$ cat config.mk
export PLATFORM = sky130hd
export DESIGN_NAME = npc_unit
export DESIGN_NICKNAME = d
export VERILOG_FILES = /design/src/rtl/npc_pkg.sv /design/src/rtl/npc_decode.sv /design/src/rtl/npc_cond.sv /design/src/rtl/npc_target.sv /design/src/rtl/npc_unit.sv
export SDC_FILE = /design/constraint.sdc
export NUM_CORES = 1
export LEC_CHECK = 0
export ABC_CLOCK_PERIOD_IN_PS = 9100
export BUFFER_PORTS_ARGS = -buffer_cell sky130_fd_sc_hd__buf_2
export CORE_AREA = 2 2 90 92
export DETAILED_ROUTE_END_ITERATION = 7
export DIE_AREA = 0 0 92 94
export GPL_TIMING_DRIVEN = 0
export HOLD_SLACK_MARGIN = 0.06
export PLACE_DENSITY = 0.58
export SYNTH_ARGS = -nofsm -noshare
export SYNTH_HDL_FRONTEND = slang
export SYNTH_HIERARCHICAL = 1
export SYNTH_SLANG_ARGS = --single-unit
$ cat constraint.sdc
create_clock -name clk -period 9.1 [get_ports clk]
set_clock_uncertainty 0.1 [all_clocks]
set_input_delay 0.91 -clock clk [delete_from_list [all_inputs] [get_ports clk]]
set_output_delay 0.91 -clock clk [all_outputs]
set_load 0.005 [all_outputs]
$ cat src/rtl/npc_pkg.sv
package npc_pkg;

    typedef enum logic [2:0] {
        K_NONE   = 3'd0,
        K_REL    = 3'd1,
        K_BRANCH = 3'd2,
        K_ABS    = 3'd3,
        K_IND    = 3'd4
    } flow_kind_e;

    typedef struct packed {
        flow_kind_e kind;
        logic       on_clear;
        logic [2:0] flag_sel;
    } flow_dec_t;

    typedef struct packed {
        logic       taken;
        logic [1:0] extra;
    } flow_cost_t;

    localparam logic [15:0] ABS_MASK = 16'hFE0E;
    localparam logic [15:0] ABS_VAL  = 16'h940C;
    localparam logic [15:0] IND_MASK = 16'hFF0F;
    localparam logic [15:0] IND_VAL  = 16'h9409;
    localparam logic [3:0]  REL_TOP  = 4'b1100;
    localparam logic [4:0]  BR_TOP   = 5'b11110;

    function automatic flow_dec_t classify(input logic [15:0] iw);
        flow_dec_t d;
        d.kind     = K_NONE;
        d.on_clear = iw[10];
        d.flag_sel = iw[2:0];
        if (iw[15:12] == REL_TOP)
            d.kind = K_REL;
        else if (iw[15:11] == BR_TOP)
            d.kind = K_BRANCH;
        else if ((iw & ABS_MASK) == ABS_VAL)
            d.kind = K_ABS;
        else if ((iw & IND_MASK) == IND_VAL)
            d.kind = K_IND;
        return d;
    endfunction

    function automatic flow_cost_t cost_of(input flow_kind_e k, input logic cond);
        flow_cost_t c;
        case (k)
            K_REL:    begin c.taken = 1'b1; c.extra = 2'd1; end
            K_BRANCH: begin c.taken = cond; c.extra = cond ? 2'd1 : 2'd0; end
            K_ABS:    begin c.taken = 1'b1; c.extra = 2'd2; end
            K_IND:    begin c.taken = 1'b1; c.extra = 2'd1; end
            default:  begin c.taken = 1'b0; c.extra = 2'd0; end
        endcase
        return c;
    endfunction

endpackage

$ cat src/rtl/npc_decode.sv
module npc_decode
    import npc_pkg::*;
(
    input  logic [15:0] instr_word,
    output flow_dec_t   dec
);
    always_comb begin
        dec = classify(instr_word);
    end
endmodule

$ cat src/rtl/npc_cond.sv
module npc_cond
    import npc_pkg::*;
#(
    parameter int FLAG_W = 8
) (
    input  logic [FLAG_W-1:0] status,
    input  flow_dec_t         dec,
    output logic              cond_ok
);
    logic picked;

    always_comb begin
        picked  = status[dec.flag_sel];
        cond_ok = dec.on_clear ? ~picked : picked;
    end
endmodule

$ cat src/rtl/npc_target.sv
module npc_target
    import npc_pkg::*;
#(
    parameter int PC_W = 14
) (
    input  logic [15:0]     instr_word,
    input  logic [15:0]     instr_ext,
    input  logic [PC_W-1:0] pc_inc,
    input  logic [15:0]     zptr,
    input  flow_kind_e      kind,
    input  logic            cond_ok,
    output logic [PC_W-1:0] target
);
    localparam int ABS_W = 22;

    logic [31:0]      rel_off32;
    logic [31:0]      br_off32;
    logic [ABS_W-1:0] abs_full;
    logic [PC_W-1:0]  rel_tgt;
    logic [PC_W-1:0]  br_tgt;
    logic [PC_W-1:0]  abs_tgt;
    logic [PC_W-1:0]  ind_tgt;

    always_comb begin
        rel_off32 = {{20{instr_word[11]}}, instr_word[11:0]};
        br_off32  = {{25{instr_word[9]}}, instr_word[9:3]};
        abs_full  = {instr_word[8:4], instr_word[0], instr_ext};
        rel_tgt   = pc_inc + rel_off32[PC_W-1:0];
        br_tgt    = pc_inc + br_off32[PC_W-1:0];
        abs_tgt   = abs_full[PC_W-1:0];
    end

    generate
        if (PC_W > 16) begin : g_ind_wide
            assign ind_tgt = {pc_inc[PC_W-1:16], zptr};
        end else begin : g_ind_narrow
            assign ind_tgt = zptr[PC_W-1:0];
        end
    endgenerate

    always_comb begin
        case (kind)
            K_REL:    target = rel_tgt;
            K_BRANCH: target = cond_ok ? br_tgt : pc_inc;
            K_ABS:    target = abs_tgt;
            K_IND:    target = ind_tgt;
            default:  target = pc_inc;
        endcase
    end
endmodule

$ cat src/rtl/npc_unit.sv
module npc_unit
    import npc_pkg::*;
#(
    parameter int PC_W = 14
) (
    input  logic            clk,
    input  logic            rst,
    input  logic [15:0]     instr_word,
    input  logic [15:0]     instr_ext,
    input  logic [PC_W-1:0] pc_inc,
    input  logic [7:0]      status,
    input  logic [15:0]     zptr,
    output logic [PC_W-1:0] next_pc,
    output logic            taken,
    output logic [1:0]      extra_cyc
);
    flow_dec_t       dec;
    logic            cond_ok;
    logic [PC_W-1:0] target;
    flow_cost_t      cost;

    npc_decode u_dec (
        .instr_word (instr_word),
        .dec        (dec)
    );

    npc_cond #(.FLAG_W(8)) u_cond (
        .status  (status),
        .dec     (dec),
        .cond_ok (cond_ok)
    );

    npc_target #(.PC_W(PC_W)) u_tgt (
        .instr_word (instr_word),
        .instr_ext  (instr_ext),
        .pc_inc     (pc_inc),
        .zptr       (zptr),
        .kind       (dec.kind),
        .cond_ok    (cond_ok),
        .target     (target)
    );

    always_comb begin
        cost = cost_of(dec.kind, cond_ok);
    end

    always_ff @(posedge clk) begin
        if (rst) begin
            next_pc   <= '0;
            taken     <= 1'b0;
            extra_cyc <= 2'd0;
        end else begin
            next_pc   <= target;
            taken     <= cost.taken;
            extra_cyc <= cost.extra;
        end
    end
endmodule

# --- Word-level counts from Yosys, hierarchy flattened ---
# Cells that the tools add are included.
totals:
  ff_bits: 17
  inputBits: 72
  output_inout_bits: 17
  word_cells: 27
classes:
  addsub: 2
  n_lt_le_gt_ge: 1
  n_eq_ne: 8
  mux: 11
  bitwise: 1
  n_reduce_logical: 1
ops:
  columns: ["cell", "count"]
  rows:
  - ["$pmux 14 s4", 1]
  - ["$add 14x14->14", 2]
  - ["$mux 14", 1]
  - ["$eq 12x12->1 const B", 1]
  - ["$mux 3", 4]
  - ["$eq 10x10->1 const B", 1]
  - ["$pmux 3 s3", 1]
  - ["$eq 3x2->1 const B", 2]
  - ["$eq 5x5->1 const B", 1]
  - ["$eq 4x4->1 const B", 1]
  - ["$lt 3x4->1 const B", 1]
  - ["$bmux 1 s3", 1]
  - ["$eq 3x1->1 const B", 1]
  - ["$eq 3x3->1 const B", 1]
  - ["$mux 1", 3]
  - ["$reduce_or 2->1", 1]
  - ["$not 1->1", 1]

# --- Depth between registers and ports, before layout ---
logic_depth:
  depth_word: 8
  mapped_depth: 13
  mapped_depth_nobuf: 11

# --- Modules after synthesis ---
# Netlist, hierarchy kept.
modules_own_cells:
  columns: ["mod", "n_inst", "cells_per_inst", "area_each_um2", "seq_area_each_um2"]
  rows:
  - ["npc_target", 1, 285, 1914.3, 0.0]
  - ["npc_unit", 1, 40, 498.0, 340.3]
  - ["npc_decode", 1, 16, 113.9, 0.0]
  - ["npc_cond", 1, 7, 76.3, 0.0]

# --- Worst setup path after synthesis ---
# Ideal clock, no wire load.
synth_timing:
  kind: "input to register"
  start: "in instr_word[14]"
  end: "reg next_pc[13]"
  t_arrival_ps: 3464
  slack_ps: 5422
  stages: 11
  path_buffers: 1
  cell_sequence: "and4bb_1 -> nand3_1 -> nor4_2 -> buf_2 -> or3b_2 -> o22a_1 -> or2_2 -> o211ai_2 -> a21boi_1 -> o2bb2a_2 -> nor2b_1"
synth_rtl:
  columns: ["item", "line", "text"]
  rows:
  - ["start, declared", "npc_unit.sv:8", "input logic [15:0] instr_word,"]
  - ["end signal, assigned", "npc_unit.sv:53", "next_pc <= target;"]
  - ["end, declared", "npc_unit.sv:13", "output logic [PC_W-1:0] next_pc,"]

# --- Worst setup path in the final report ---
layout_timing:
  start: "in instr_word[0]"
  end: "reg next_pc[13]"
layout_rtl:
  columns: ["item", "line", "text"]
  rows:
  - ["$bmux 1 s3 *", "npc_cond.sv:13", "picked = status[dec.flag_sel];"]
  - ["$mux 1 (not written as such) *", "npc_cond.sv:13", null]
  - ["$not 1->1", "npc_cond.sv:14", "cond_ok = dec.on_clear ? ~picked : picked;"]
  - ["$mux 1 *", "npc_cond.sv:14", null]
  - ["named net cond_ok", "npc_unit.sv:18", "logic cond_ok;"]
  - ["$mux 14 *", "npc_target.sv:44", "K_BRANCH: target = cond_ok ? br_tgt : pc_inc;"]
  - ["$pmux 14 s4 *", "npc_target.sv:42", "case (kind)"]
  - ["named net target[13]", "npc_unit.sv:19", "logic [PC_W-1:0] target;"]
# Mark *: on every way through the listed nets, which the timed path passes. The rest lies on a longest branch. The select of a mux whose other input is x is not followed.
# A chain may end at the register's enable or synchronous reset.

==> flow_metrics.env <==
export IMPL_run_status="complete, no violations"
export IMPL_design_power_total_mw=0.290
export IMPL_power_share_sequential_pct=27.7
export IMPL_initial_antenna_violation_count=0
export IMPL_port_buffers=84
export IMPL_drt_first_pass_iters=5
export IMPL_tritoncts="done"
export IMPL_grt_pass1_wl_um=13900
export IMPL_power_report_internal_total_mw=0.178
export IMPL_timing_final_max_slew_violations=0
export IMPL_track_usage_pct=20.1
export IMPL_cp_num_buf_inv=4
export IMPL_routed_via_density=5.60
export IMPL_post_synth_inst_count=348
export IMPL_grt_pass1_vias=2818
export IMPL_ioPinCount=89
export IMPL_worst_path_max_delay_cell="sky130_fd_sc_hd__xnor2_1"
export IMPL_dieArea_um2=8650
export IMPL_slew_headroom_pct=41.6
export IMPL_overflow=0
export IMPL_fin_setup_tns_ns=0
export IMPL_worst_ep_required_time_ns=9.19
export IMPL_clock_tree_buf_depth=2
export IMPL_async_set_or_reset_flop_fraction_in_the_synthesized_netlist_pct=0
export IMPL_fmax_ghz=0.245
export IMPL_die_w_um=92
export IMPL_final_area_um2=3200
export IMPL_clk_transition_reported_paths_ns=0.06
export IMPL_grt_start_max_net_pins=11
export IMPL_max_cap_viol_count=0
export IMPL_startpoint="instr_word[0]"
export IMPL_swShare_pct=38.7
export IMPL_clock_tree_htree_level_count=1
export IMPL_mappedNetlistArea_um2=2600
export IMPL_signal_arrival_time_at_the_worst_endpoint_ns=4.18
export IMPL_cts_hold_buf=0
export IMPL_switching_power_mw=0.112
export IMPL_setup_repair_after_global_routing_missed_its_margin="false"
export IMPL_ys_warnings_count=6
export IMPL_timing_hold_worst_endpoint="next_pc[7]"
export IMPL_number_of_remaining_drc_errors=0
export IMPL_setup_worst_path_end_class="flop"
export IMPL_ys_types=72
export IMPL_drive_gt1_share_pct=25.0
export IMPL_floorplan_die_height_um=94
export IMPL_layout_area_overhead_vs_synth_pct=22.8
export IMPL_post_cts_buffers=0
export IMPL_synth_enable_flop_cells=0
export IMPL_highest_ir_drop_seen_on_vdd_uv=29.1
export IMPL_globalplace_congestion=0.883
export IMPL_cts_root_buf="sky130_fd_sc_hd__clkbuf_8"
export IMPL_vias=3013
export IMPL_nNetsFinal=536
export IMPL_first_iter_violations=228
export IMPL_timing_critical_path_max_delay_family="compound AO/OA/AOI/OAI gates"
export IMPL_synthFlopType="sky130_fd_sc_hd__dfxtp_1"
export IMPL_synth_top_area_cell="sky130_fd_sc_hd__dfxtp_1"
export IMPL_synth_seq_area_share_pct=13.1
export IMPL_setup_worst_path_class="input port to flop"
export IMPL_report_final_setup_viol=0
export IMPL_synth_top_area_share_pct=13.1
export IMPL_cts_sinks=17
export IMPL_post_cts_resize_count=0
export IMPL_critical_path_peak_fanout=8
export IMPL_fin_crit_sh_pct=44.9
export IMPL_numCtsBuffers=3
export IMPL_final_core_util_pct=42.0
export IMPL_min_from="rst"
export IMPL_synth_seq_cells=17
export IMPL_leakage_power_summed_over_all_cells_nw=1.44
export IMPL_cp_startpoint_kind="input port"
export IMPL_worst_slew_pin_slew_ns=0.870
export IMPL_finalHoldViolCount=0
export IMPL_critical_path_cell_chain="buf_2 -> buf_4 -> clkbuf_2 -> mux2i_1 -> mux4_2 -> xnor2_1 -> inv_1 -> nor2_2 -> o311ai_0 -> o211ai_1 -> o211ai_2 -> a21boi_1 -> o2bb2a_2 -> nor2b_1"
export IMPL_drt_antenna_violating_nets=0
export IMPL_power_frac_clock_pct=18.2
export IMPL_post_drt_wl_per_cell_um=16.2
export IMPL_detailed_place_area_um2=3150
export IMPL_synth_area_top_cells="sky130_fd_sc_hd__dfxtp_1 13%, sky130_fd_sc_hd__ha_1 12%, sky130_fd_sc_hd__a21oi_1 6.2%"
export IMPL_post_dp_hpwl_um=7470
export IMPL_critical_path_max_stage_delay_ns=0.63
export IMPL_wl_um=8720
export IMPL_antenna_diode_count=0
export IMPL_number_of_core_rows=32
export IMPL_final_period_minus_worst_setup_slack_ns=4.09
export IMPL_hold_class="input port to flop"
export IMPL_worst_hold_path_num_cells=2
export IMPL_effective_utilization_at_floorplan_pct=34.2
export IMPL_combPwrFrac_pct=54.2
export IMPL_power_density_nw_per_um2=90.6
export IMPL_synthesis_nets=447
export IMPL_fp_coreArea_um2=7610
export IMPL_syn_mean_instance_area_um2=7.48
-- worst max path at each step --
stage / endpoint / cells past startpoint / slack [ns]
6_report: next_pc[13] / 14 / 5.01
5_1_grt: next_pc[13] / 14 / 4.84
4_1_cts: next_pc[13] / 14 / 5.06
3_5_place_dp: next_pc[13] / 14 / 4.83
3_3_place_gp: next_pc[13] / 14 / 4.79
2_1_floorplan: next_pc[13] / 11 / 5.42
-- metrics by stage --
step / hold WS [ns] / setup WS (ns) / instances
final: 0.821 / 5.01 / 538
after global routing: 0.830 / 4.84 / 538
after CTS: 0.818 / 5.06 / 538
after detailed placement: 1.08 / 4.83 / 534
after global placement: 1.08 / 4.79 / 534
after floorplan: 0.882 / 5.42 / 348
-- power by group through the flow --
stage | clock network (mW) | registers [mW] | logic [mW]
floorplan | 0 | 0.0827 | 0.100
global placement | 0 | 0.0816 | 0.154
detailed placement | 0 | 0.0818 | 0.155
CTS | 0.0547 | 0.0802 | 0.155
global route | 0.0576 | 0.0804 | 0.174
finish | 0.0527 | 0.0801 | 0.157
-- cell usage after synthesis, types with 3 or more instances --
cell,instances
sky130_fd_sc_hd__nand2b_1,3
sky130_fd_sc_hd__nand3_1,6
sky130_fd_sc_hd__xnor2_1,12
sky130_fd_sc_hd__o21bai_1,3
sky130_fd_sc_hd__a21oi_1,32
sky130_fd_sc_hd__nor2_1,22
sky130_fd_sc_hd__clkbuf_1,7
sky130_fd_sc_hd__a2111oi_0,4
sky130_fd_sc_hd__a21o_1,7
sky130_fd_sc_hd__a222oi_1,3
sky130_fd_sc_hd__o21ai_0,32
sky130_fd_sc_hd__inv_1,15
sky130_fd_sc_hd__nor2b_1,15
sky130_fd_sc_hd__o31ai_1,6
sky130_fd_sc_hd__a221oi_1,3
sky130_fd_sc_hd__mux2i_1,4
sky130_fd_sc_hd__xor2_1,6
sky130_fd_sc_hd__o22ai_1,4
sky130_fd_sc_hd__a211oi_1,6
sky130_fd_sc_hd__nand2_1,30
sky130_fd_sc_hd__nand4_1,3
sky130_fd_sc_hd__buf_4,5
sky130_fd_sc_hd__ha_1,25
sky130_fd_sc_hd__o22a_1,6
sky130_fd_sc_hd__dfxtp_1,17
sky130_fd_sc_hd__and3_1,4
sky130_fd_sc_hd__nor3_1,9
sky130_fd_sc_hd__o21a_1,7
-- registers in the layout (all words and copies together), names as in the netlist --
register / cells
extra_cyc: 2
next_pc: 14
taken: 1
-- cell families after synthesis --
| group | Yosys count | synth area share (%) |
|---|---|---|
| muxes | 6 | 2.84 |
| adders and majority gates | 27 | 13.6 |
| buffers and inverters | 30 | 5.19 |
| AOI/OAI and AO/OA | 142 | 37.8 |
| DFF | 17 | 13.1 |
| and+or+nand+nor | 108 | 21.5 |
| xor gates and xnor gates | 18 | 6.06 |
-- final cells by class --
class | count | area (µm²)
sequential | 17 | 340
clock buffer | 4 | 45.0
fill | 815 | 4410
buffer | 15 | 78.8
timing repair buffer | 84 | 420
inverter | 15 | 56.3
tap | 102 | 128
multi-input combinational | 301 | 2130
-- layout by cell type (no fill, tap or decap), types with 8 or more instances in the layout --
cell                       Yosys  final
sky130_fd_sc_hd__a21oi_1      32     32
sky130_fd_sc_hd__buf_2         2     86
sky130_fd_sc_hd__clkbuf_1      7      8
sky130_fd_sc_hd__dfxtp_1      17     17
sky130_fd_sc_hd__ha_1         25     25
sky130_fd_sc_hd__inv_1        15     15
sky130_fd_sc_hd__nand2_1      30     30
sky130_fd_sc_hd__nor2_1       22     22
sky130_fd_sc_hd__nor2b_1      15     15
sky130_fd_sc_hd__nor3_1        9      9
sky130_fd_sc_hd__o21ai_0      32     32
sky130_fd_sc_hd__xnor2_1      12     12
-- per-layer routing --
layer  track usage, %  part of all wire [%]  vias up  wire [µm]
li1                 -                     -     1509          -
met3            0.963                   5.8       12        510
met4             5.47                   1.3        0        113
met1             27.0                    46     1381       4000
met2             35.0                    47      111       4100
met5                0                     0        -          0
No activity file was read; power rests on OpenSTA's default activity.
